[src/rtl/apm_port_pkg.sv]
package apm_port_pkg;
  localparam int DATA_W  = 8;
  localparam int N_PORTS = 2;
  typedef enum logic {
    PORT_CMD  = 1'b0,
    PORT_STAT = 1'b1
  } port_e;
endpackage

[src/rtl/apm_byte_reg.sv]
module apm_byte_reg #(
  parameter int W = 8
) (
  input  logic         clk_i,
  input  logic         rst_ni,
  input  logic         we_i,
  input  logic [W-1:0] d_i,
  output logic [W-1:0] q_o
);
  always_ff @(posedge clk_i or negedge rst_ni) begin
    if (!rst_ni)   q_o <= '0;
    else if (we_i) q_o <= d_i;
  end
endmodule

[src/rtl/apm_sci_ctrl.sv]
module apm_sci_ctrl #(
  parameter int           W       = 8,
  parameter logic [W-1:0] CODE_ON  = 8'hF1,
  parameter logic [W-1:0] CODE_OFF = 8'hF0
) (
  input  logic         clk_i,
  input  logic         rst_ni,
  input  logic         cmd_we_i,
  input  logic [W-1:0] cmd_i,
  output logic         sci_en_o
);
  logic sci_d;

  always_comb begin
    sci_d = sci_en_o;
    if (cmd_we_i) begin
      if (cmd_i == CODE_ON)       sci_d = 1'b1;
      else if (cmd_i == CODE_OFF) sci_d = 1'b0;
    end
  end

  always_ff @(posedge clk_i or negedge rst_ni) begin
    if (!rst_ni) sci_en_o <= 1'b0;
    else         sci_en_o <= sci_d;
  end
endmodule

[src/rtl/apm_smi_gen.sv]
module apm_smi_gen (
  input  logic clk_i,
  input  logic rst_ni,
  input  logic cmd_we_i,
  input  logic cfg_en_i,
  output logic smi_o
);
  // one pulse cycle per qualifying write; back-to-back writes keep it high
  always_ff @(posedge clk_i or negedge rst_ni) begin
    if (!rst_ni) smi_o <= 1'b0;
    else         smi_o <= cmd_we_i & cfg_en_i;
  end
endmodule

[src/rtl/apm_cmd_port.sv]
module apm_cmd_port
  import apm_port_pkg::*;
#(
  parameter int                DW      = DATA_W,
  parameter logic [DW-1:0]     CODE_ON  = 8'hF1,
  parameter logic [DW-1:0]     CODE_OFF = 8'hF0
) (
  input  logic          clk_i,
  input  logic          rst_ni,
  input  logic          wr_i,
  input  logic          rd_i,
  input  logic          sel_i,
  input  logic [DW-1:0] wdata_i,
  output logic [DW-1:0] rdata_o,
  input  logic          smi_cfg_en_i,
  output logic          sci_en_o,
  output logic          smi_o
);
  logic [DW-1:0] port_q [N_PORTS];
  logic          cmd_we;

  assign cmd_we = wr_i && (sel_i == PORT_CMD);

  for (genvar i = 0; i < N_PORTS; i++) begin : g_port
    apm_byte_reg #(.W(DW)) u_reg (
      .clk_i (clk_i),
      .rst_ni(rst_ni),
      .we_i  (wr_i && (sel_i == 1'(i))),
      .d_i   (wdata_i),
      .q_o   (port_q[i])
    );
  end

  apm_sci_ctrl #(.W(DW), .CODE_ON(CODE_ON), .CODE_OFF(CODE_OFF)) u_sci (
    .clk_i   (clk_i),
    .rst_ni  (rst_ni),
    .cmd_we_i(cmd_we),
    .cmd_i   (wdata_i),
    .sci_en_o(sci_en_o)
  );

  apm_smi_gen u_smi (
    .clk_i   (clk_i),
    .rst_ni  (rst_ni),
    .cmd_we_i(cmd_we),
    .cfg_en_i(smi_cfg_en_i),
    .smi_o   (smi_o)
  );

  assign rdata_o = rd_i ? port_q[sel_i] : '0;
endmodule

[config.mk]
export PLATFORM = sky130hd
export DESIGN_NAME = apm_cmd_port
export DESIGN_NICKNAME = d
export VERILOG_FILES = /design/src/rtl/apm_port_pkg.sv /design/src/rtl/apm_byte_reg.sv /design/src/rtl/apm_sci_ctrl.sv /design/src/rtl/apm_smi_gen.sv /design/src/rtl/apm_cmd_port.sv
export SDC_FILE = /design/constraint.sdc
export NUM_CORES = 1
export LEC_CHECK = 0
export BUFFER_PORTS_ARGS = -buffer_cell sky130_fd_sc_hd__buf_2
export CORE_UTILIZATION = 35
export DETAILED_ROUTE_END_ITERATION = 6
export PLACE_DENSITY = 0.58
export SKIP_LAST_GASP = 1
export SLEW_MARGIN = 10
export SYNTH_ARGS = -nofsm -noshare
export SYNTH_HDL_FRONTEND = slang
export SYNTH_SLANG_ARGS = --single-unit
[constraint.sdc]
create_clock -name clk_i -period 0.9 [get_ports clk_i]
set_input_delay 0.18 -clock clk_i [delete_from_list [all_inputs] [get_ports clk_i]]
set_output_delay 0.18 -clock clk_i [all_outputs]
set_load 0.01 [all_outputs]
[After elaboration in Yosys (flattened, before gate mapping)]
Cells that the tools add are included.
Storage, ports and cells
  word-level logic and storage cells: 20
  memory bits (writable): 0
  memories: 0
  latch bits: 0
  flip-flop bits (word level): 18
  bits in read-only memories: 0
  output and inout bits: 10
  input port bits: 14
Cells by class
  divide/modulo/power cells: 0
  multipliers: 0
  multiplexer cells: 6
  equality and inequality tests: 2
  add/subtract/negate cells: 0
  shift-type cells: 0
  reduce and logical (&&, ||, !) cells: 4
  bitwise logic cells: 3
  $lt $le $gt $ge: 1
Operator list (count)
  8-bit 2-to-1 mux: 4
  8-bit == test (second input constant): 2
  2-bit >= comparator (second input constant): 1
  1-bit logical AND: 2
  1-bit 2-to-1 mux: 2
  1-bit inverter with 2-bit output: 1
  2-bit AND reduction: 1
  2-bit nonzero test: 1
  1-bit AND: 1
  1-bit inverter: 1

[Longest topological paths before layout]
Gate-level depths: netlist of run 1.
  depth in word-level cells: 5
  depth in mapped cells: 5
  depth with buffers taken out: 3

[Hierarchy]
A second synthesis of run 1 with hierarchy kept.
Second synthesis, totals
  cells, all modules: 60
  area, all modules: 913.4 um^2
By module, submodules not included
  apm_byte_reg: instances 2, area an instance 331.6 um^2, seq. area each 200.2 um^2, cells each 17
  apm_cmd_port: instances 1, area an instance 157.7 um^2, seq. area each 0.0 um^2, cells each 19
  apm_sci_ctrl: instances 1, area an instance 61.3 um^2, seq. area each 25.0 um^2, cells each 5
  apm_smi_gen: instances 1, area an instance 31.3 um^2, seq. area each 25.0 um^2, cells each 2

[Worst setup path after synthesis of run 1]
OpenSTA, ideal clock, no wires.
  path type: input -> register
  from: in sel_i
  to: reg u_sci.sci_en_o
  stages: 5
  required time: 0.775 ns
  setup time: 0.125 ns
  path buffers: 2
  slack: -0.159 ns
  arrival: 0.934 ns
  path through: buf_6 -> nor2b_4 -> buf_6 -> nand4_2 -> mux2_4
Between the ends
  word-level cells in the longest chain between the ends: 3
Ends and longest elaborated chain
  from (decl): RTL line apm_cmd_port.sv:12  | input logic sel_i,
  1-bit inverter: RTL line apm_cmd_port.sv:22  | assign cmd_we = wr_i && (sel_i == PORT_CMD);
  1-bit logical AND: RTL line apm_cmd_port.sv:22
  2-bit AND reduction (no line)
  to (signal assigned): RTL line apm_sci_ctrl.sv:24  | else sci_en_o <= sci_d;
  to (decl): RTL line apm_sci_ctrl.sv:10  | output logic sci_en_o
No other way between the ends.
A chain may end at the register's enable or synchronous reset.

[Worst setup path after layout of run 1]
  from: reg g_port[1].u_reg.q_o[1]
  to: out rdata_o[1]
Between the ends
  word-level cells in the longest chain between the ends: 4
Ends and longest elaborated chain
  from (decl): RTL line apm_byte_reg.sv:8  | output logic [W-1:0] q_o
  from (signal assigned): RTL line apm_byte_reg.sv:12  | else if (we_i) q_o <= d_i;
  8-bit 2-to-1 mux (not written as such) (3 in series): RTL line apm_cmd_port.sv:50  | assign rdata_o = rd_i ? port_q[sel_i] : '0;
  8-bit 2-to-1 mux: RTL line apm_cmd_port.sv:50
  to (decl): RTL line apm_cmd_port.sv:14  | output logic [DW-1:0] rdata_o,
No other way between the ends. The select of a mux whose other input is x is not followed.

==> results of run 1 <==
-- per-stage QoR --
stage	setup TNS [ps]	hold slack [ps]
2_1_floorplan	-1490	-116
3_3_place_gp	-3280	140
3_5_place_dp	-3460	139
4_1_cts	-2500	83.1
5_1_grt	-3080	94.5
6_report	-2380	90.4
-- cell type report --
cell class	count	area, um^2
well taps	28	35.0
repair buffers	36	215
multi-input cells	39	384
clock buffers	3	22.5
flip-flops and latches	18	450
fillers	229	1150
-- cell families (layout without fill, tap and decap cells) --
family	count (synthesis)	after routing	synth area share, %
buffers and inverters	2	39	2.65
DFF	18	18	53.1
muxes	25	25	32.4
and+or+nand+nor	14	14	11.8
-- cells in the final DEF (no fill, tap or decap), types with 3 or more instances in the layout --
master / instances
buf_2: 23
dfrtp_1: 18
mux2_2: 13
buf_4: 12
mux2i_1: 8
nor2b_1: 8
mux2_1: 3
clkbuf_4: 3
-- what timing repair did --
item / CTS / global route
hold buffers: 1 / 0
setup buffers: 1 / 0
endpoints found under the setup margin: 10 / 10
hold endpoints to repair: 18 / 0
-- worst max-delay path by stage --
stage                     cells past startpoint              startpoint                endpoint
after CTS                                     3  g_port[1].u_reg.q_o[5]              rdata_o[5]
after detailed placement                      4              wdata_i[1]          u_sci.sci_en_o
after floorplan                               5                   sel_i          u_sci.sci_en_o
after global routing                          3  g_port[1].u_reg.q_o[7]              rdata_o[7]
final                                         3  g_port[1].u_reg.q_o[1]              rdata_o[1]
after global placement                        4                   sel_i  g_port[0].u_reg.q_o[1]
-- routing by layer --
metal  vias to the layer above  GRT usage [%]  wire (um)
met3                         4           3.27         84
met4                         0           6.76         24
li1                        284              -          -
met2                        17           23.0        709
met1                       281           19.0        752
met5                         -              0          0
-- power by group through the flow --
| stage | clock network [uW] | registers, uW | logic [uW] |
|---|---|---|---|
| after detailed placement | 0 | 985 | 381 |
| after global routing | 450 | 987 | 429 |
| after CTS | 406 | 967 | 395 |
| after global placement | 0 | 982 | 375 |
| after floorplan | 0 | 973 | 234 |
| final | 389 | 968 | 387 |
-- registers in the layout, indices dropped and copies added, names as in the netlist --
signal / cells
u_smi.smi_o: 1
u_sci.sci_en_o: 1
g_port.u_reg.q_o: 16
==> flow_summary_export.csv, run 1 <==
group,metric,value,unit
logic_synthesis,synthCells,59,
drt,dr_total_vias,586,
placement,pre_cts_ws,-220,ps
drt,ant_nets,0,
grt,grt_pass1_wl,2.71,mm
layout,stdcell_area,1110,um^2
worst_setup_path,critPathCaptureType,"output pin",
cts,htree_levels,1,
timing,rsz0062_at_grt,"yes",
logic_synthesis,synth_top_cells_by_count,"dfrtp_1, mux2_2, mux2i_1, nor2b_1, mux2_1",
cts,cts_buffers,3,
hold_path,min_to,"u_smi.smi_o",
logic_synthesis,synth_top_area_cell,"dfrtp_1",
timing,relSlewSlack,73.0,%
outcome,status,"finished, violations left",
timing,tightest_slew,405,ps
logic_synthesis,avgSynthCellArea,14.4,um^2
hold_path,holdPathStages,2,
logic_synthesis,ys_seq_area_share,53.1,%
placement,port_buffers,23,
logic_synthesis,synth_flop_cell,"dfrtp_1",
worst_setup_path,setup.worst_path.start_class,"flip-flop",
power_and_ir_drop,seqPwrFrac,55.5,%
timing,setup_viol,10,
cts,clock-sinks,18,
cts,clk_latency,290,ps
power_and_ir_drop,p_sw_share,25.6,%
worst_setup_path,worstPathMaxFanout,2,
timing,worst_slack,-293,ps
die,rows,17,
layout,drive_above_1_share,56.3,%
logic_synthesis,synth.most_common_cell,"dfrtp_1",
worst_setup_path,path_class,"flip-flop to output pin",
worst_setup_path,crit_chain,"mux2i_1, nor2b_1, buf_2",
outcome,violations,"negative setup slack",
power_and_ir_drop,leakage,0.000555,uW
hold_path,hold_start,"smi_cfg_en_i",
layout,finalNonFillerCells,124,
worst_setup_path,timing.rr.start,"g_port[1].u_reg.q_o[5]",
logic_synthesis,synth.area.top_cells,"dfrtp_1, mux2_2, mux2i_1",
die,die_w,51.2,um
worst_setup_path,reg2reg_depth,2,
worst_setup_path,regToRegSetupSlack,30,ps
drt,wl_per_cell,12.7,um
cts,cts_root_buffer,"clkbuf_4",
power_and_ir_drop,switchingPower,446,uW
timing,min_period_over_period,133,%
drt,vias_per_cell,4.73,
die,core,2250,um^2
logic_synthesis,ys_ff_latch,18,
grt,gr-total-overflow,0,
layout,num_antenna_cells,0,
cts,cts_tree,"yes",
drt,wl,1.57,mm
cts,cts_resized,0,
drt,drtIter0Drc,3,
timing,drv_slew,0,
placement,dp_cells,119,
worst_setup_path,critPathMaxStageDelay,400,ps
placement,gp_congestion,0.666,
worst_setup_path,cp_data_arrival_time,1010,ps
power_and_ir_drop,ir_worst_vdd,0.000742,V
grt,antenna_found_initial,0,
cts,cts.path.max_buffers,2,
hold_path,hold_path_class,"input port to flip-flop",
logic_synthesis,ys_types,13,
power_and_ir_drop,powerDensity,1580,nW/um^2
die,ios,24,
die,start_util,37.6,%
placement,placedInstanceArea,1070,um^2
logic_synthesis,synth_area,848,um^2
die,dieArea,2620,um^2
power_and_ir_drop,p_int,1300,uW
logic_synthesis,async_flop_share,100,%
drt,drc,0,
power_and_ir_drop,comb_power_share,22.2,%
worst_setup_path,cp_slowest_cell,"dfrtp_1",
placement,hpwl,1.20,mm
timing,fin_skew,0,ps
worst_setup_path,path_buf_inv,1,
layout,post-route-util,49.1,%
job,maxCapViolCount,0,
cts,clk_pin_slew_worst_paths,100,ps
logic_synthesis,synth_top_cell_area_share,53.1,%
power_and_ir_drop,p_total,1740,uW
worst_setup_path,r2r_end,"g_port[1].u_reg.q_o[5]",
layout,fin_nets,112,
layout,syn_to_final_growth,30.5,%
power_and_ir_drop,clkPwrFrac,22.3,%
worst_setup_path,required,720,ps
grt,grt_pass1_vias,623,
grt,grt_start_max_net_pins,19,
drt,drt-pass1-iter-count,2,
die,dieHeight,51.2,um
timing,period_minus_slack,1190,ps
timing,fmax,0.839,GHz
grt,grt_use_total,14.6,%
logic_synthesis,ys_warn_count,0,
worst_setup_path,cp_top_family,"flip-flops",
logic_synthesis,synth-edff-count,0,
timing,finalHoldViolations,0,
logic_synthesis,synthesis.nets,73,
Power figures use the tool's default switching activity.
==> inputs of run 2 (changes only) <==
--- a/config.mk
+++ b/config.mk
@@ -8,6 +8,7 @@
 export BUFFER_PORTS_ARGS = -buffer_cell sky130_fd_sc_hd__buf_2
 export CORE_UTILIZATION = 35
 export DETAILED_ROUTE_END_ITERATION = 6
+export MAX_ROUTING_LAYER = met4
 export PLACE_DENSITY = 0.58
 export SKIP_LAST_GASP = 1
 export SLEW_MARGIN = 10
==> run 2 against run 1 <==
Clock-buffer cell count unchanged. Sequential share of layout area unchanged. Worst setup slack about the same. Critical path type unchanged. Sequential power about the same. The flow still finishes with violations (negative setup slack). Clock power about the same. Flip-flop and latch count unchanged. Critical path depth unchanged. Final area unchanged.
==> flow_summary_export.csv, run 2 (synthesis gave the netlist of run 1 again) <==
group,metric,value,unit
timing,finalHoldViolations,0,
worst_setup_path,required,720,ps
layout,drive_above_1_share,56.3,%
grt,grt_pass1_wl,2.70,mm
die,ios,24,
timing,setup_viol,10,
die,die_w,51.2,um
layout,fin_nets,112,
layout,top_register,"g_port.u_reg.q_o",
cts,clock-sinks,18,
placement,hpwl,1.20,mm
drt,drt-pass1-iter-count,2,
drt,vias_per_cell,4.73,
layout,final_common_cell,"buf_2",
worst_setup_path,cp_slowest_cell,"dfrtp_1",
worst_setup_path,regToRegSetupSlack,30,ps
layout,syn_to_final_growth,30.5,%
placement,gp_congestion,0.672,
power_and_ir_drop,ir_worst_vdd,0.000742,V
timing,period_minus_slack,1190,ps
cts,clk_latency,290,ps
placement,placedInstanceArea,1070,um^2
placement,dp_cells,119,
hold_path,min_to,"u_smi.smi_o",
timing,relSlewSlack,73.3,%
worst_setup_path,timing.rr.start,"g_port[1].u_reg.q_o[5]",
die,dieArea,2620,um^2
worst_setup_path,setup.worst_path.start_class,"flip-flop",
worst_setup_path,critPathCaptureType,"output pin",
grt,grt_use_total,14.9,%
drt,wl_per_cell,12.6,um
die,dieHeight,51.2,um
timing,rsz0062_at_grt,"yes",
power_and_ir_drop,leakage,0.000555,uW
timing,tightest_slew,400,ps
worst_setup_path,reg2reg_depth,2,
power_and_ir_drop,p_total,1740,uW
worst_setup_path,cp_data_arrival_time,1010,ps
worst_setup_path,critPathMaxStageDelay,400,ps
hold_path,hold_start,"smi_cfg_en_i",
grt,grt_pass1_vias,627,
drt,dr_total_vias,586,
outcome,violations,"negative setup slack",
timing,min_period_over_period,133,%
worst_setup_path,path_buf_inv,1,
hold_path,hold_path_class,"input port to flip-flop",
hold_path,holdPathStages,2,
worst_setup_path,crit_chain,"mux2i_1, nor2b_1, buf_2",
grt,antenna_found_initial,0,
drt,wl,1.57,mm
drt,drc,0,
job,maxCapViolCount,0,
cts,cts_resized,0,
grt,gr-total-overflow,0,
die,core,2250,um^2
cts,cts_tree,"yes",
grt,grt_start_max_net_pins,19,
timing,fin_skew,0,ps
cts,clk_pin_slew_worst_paths,100,ps
layout,top_regs,"g_port.u_reg.q_o x16, u_sci.sci_en_o x1, u_smi.smi_o x1",
die,start_util,37.6,%
layout,stdcell_area,1110,um^2
cts,cts_buffers,3,
cts,cts_root_buffer,"clkbuf_4",
cts,htree_levels,1,
timing,fmax,0.838,GHz
power_and_ir_drop,powerDensity,1580,nW/um^2
worst_setup_path,cp_top_family,"flip-flops",
die,rows,17,
layout,finalNonFillerCells,124,
worst_setup_path,worstPathMaxFanout,2,
drt,ant_nets,0,
layout,num_antenna_cells,0,
layout,largest_reg_flops,16,
layout,post-route-util,49.1,%
worst_setup_path,path_class,"flip-flop to output pin",
drt,drtIter0Drc,3,
timing,drv_slew,0,
outcome,status,"finished, violations left",
layout,final_cell_mix,"buf_2, dfrtp_1, mux2_2",
placement,pre_cts_ws,-220,ps
worst_setup_path,r2r_end,"g_port[1].u_reg.q_o[5]",
timing,worst_slack,-293,ps
placement,port_buffers,23,
cts,cts.path.max_buffers,2,
## run 2: cell counts in the layout (fill, tap and decap cells not counted)
No cell type changed its count.
## run 2: final cells by class
| class | instances | area, um^2 |
|---|---|---|
| tap | 28 | 35.0 |
| sequential | 18 | 450 |
| fill | 229 | 1150 |
| multi-input combinational | 39 | 384 |
| clock buffer | 3 | 22.5 |
| timing repair buffer | 36 | 215 |
## run 2: per-layer routing
layer,GRT usage (%),vias up,wire length [um]
met5,-,-,0
met4,6.76,0,24
met3,3.27,4,84
met2,23.0,17,703
met1,18.8,281,754
li1,-,284,-
## run 2: how the worst max path moves through the flow
stage	endpoint	start	depth (start not counted)	slack, ps
finish	rdata_o[1]	g_port[1].u_reg.q_o[1]	3	-290
global route	rdata_o[7]	g_port[1].u_reg.q_o[7]	3	-400
CTS	rdata_o[5]	g_port[1].u_reg.q_o[5]	3	-310
detailed placement	u_sci.sci_en_o	wdata_i[1]	4	-220
global placement	g_port[0].u_reg.q_o[1]	sel_i	4	-200
floorplan	u_sci.sci_en_o	sel_i	5	-130
## run 2: through the flow
step	hold slack, ps	setup TNS (ps)
after detailed placement	139	-3460
after global placement	140	-3280
final	90.1	-2380
after global routing	94.5	-3080
after CTS	83.1	-2500
after floorplan	-116	-1490
## run 2: where the power goes
group / total (uW) / internal, uW / switching [uW]
logic: 387 / 225 / 162
registers: 968 / 918 / 50.4
clock network: 390 / 156 / 234
## run 2: timing repair
item	CTS	global route
hold buffers	1	0
setup buffers	1	0
endpoints found under the setup margin	10	10
hold endpoints to repair	18	0
pin swaps	0	0
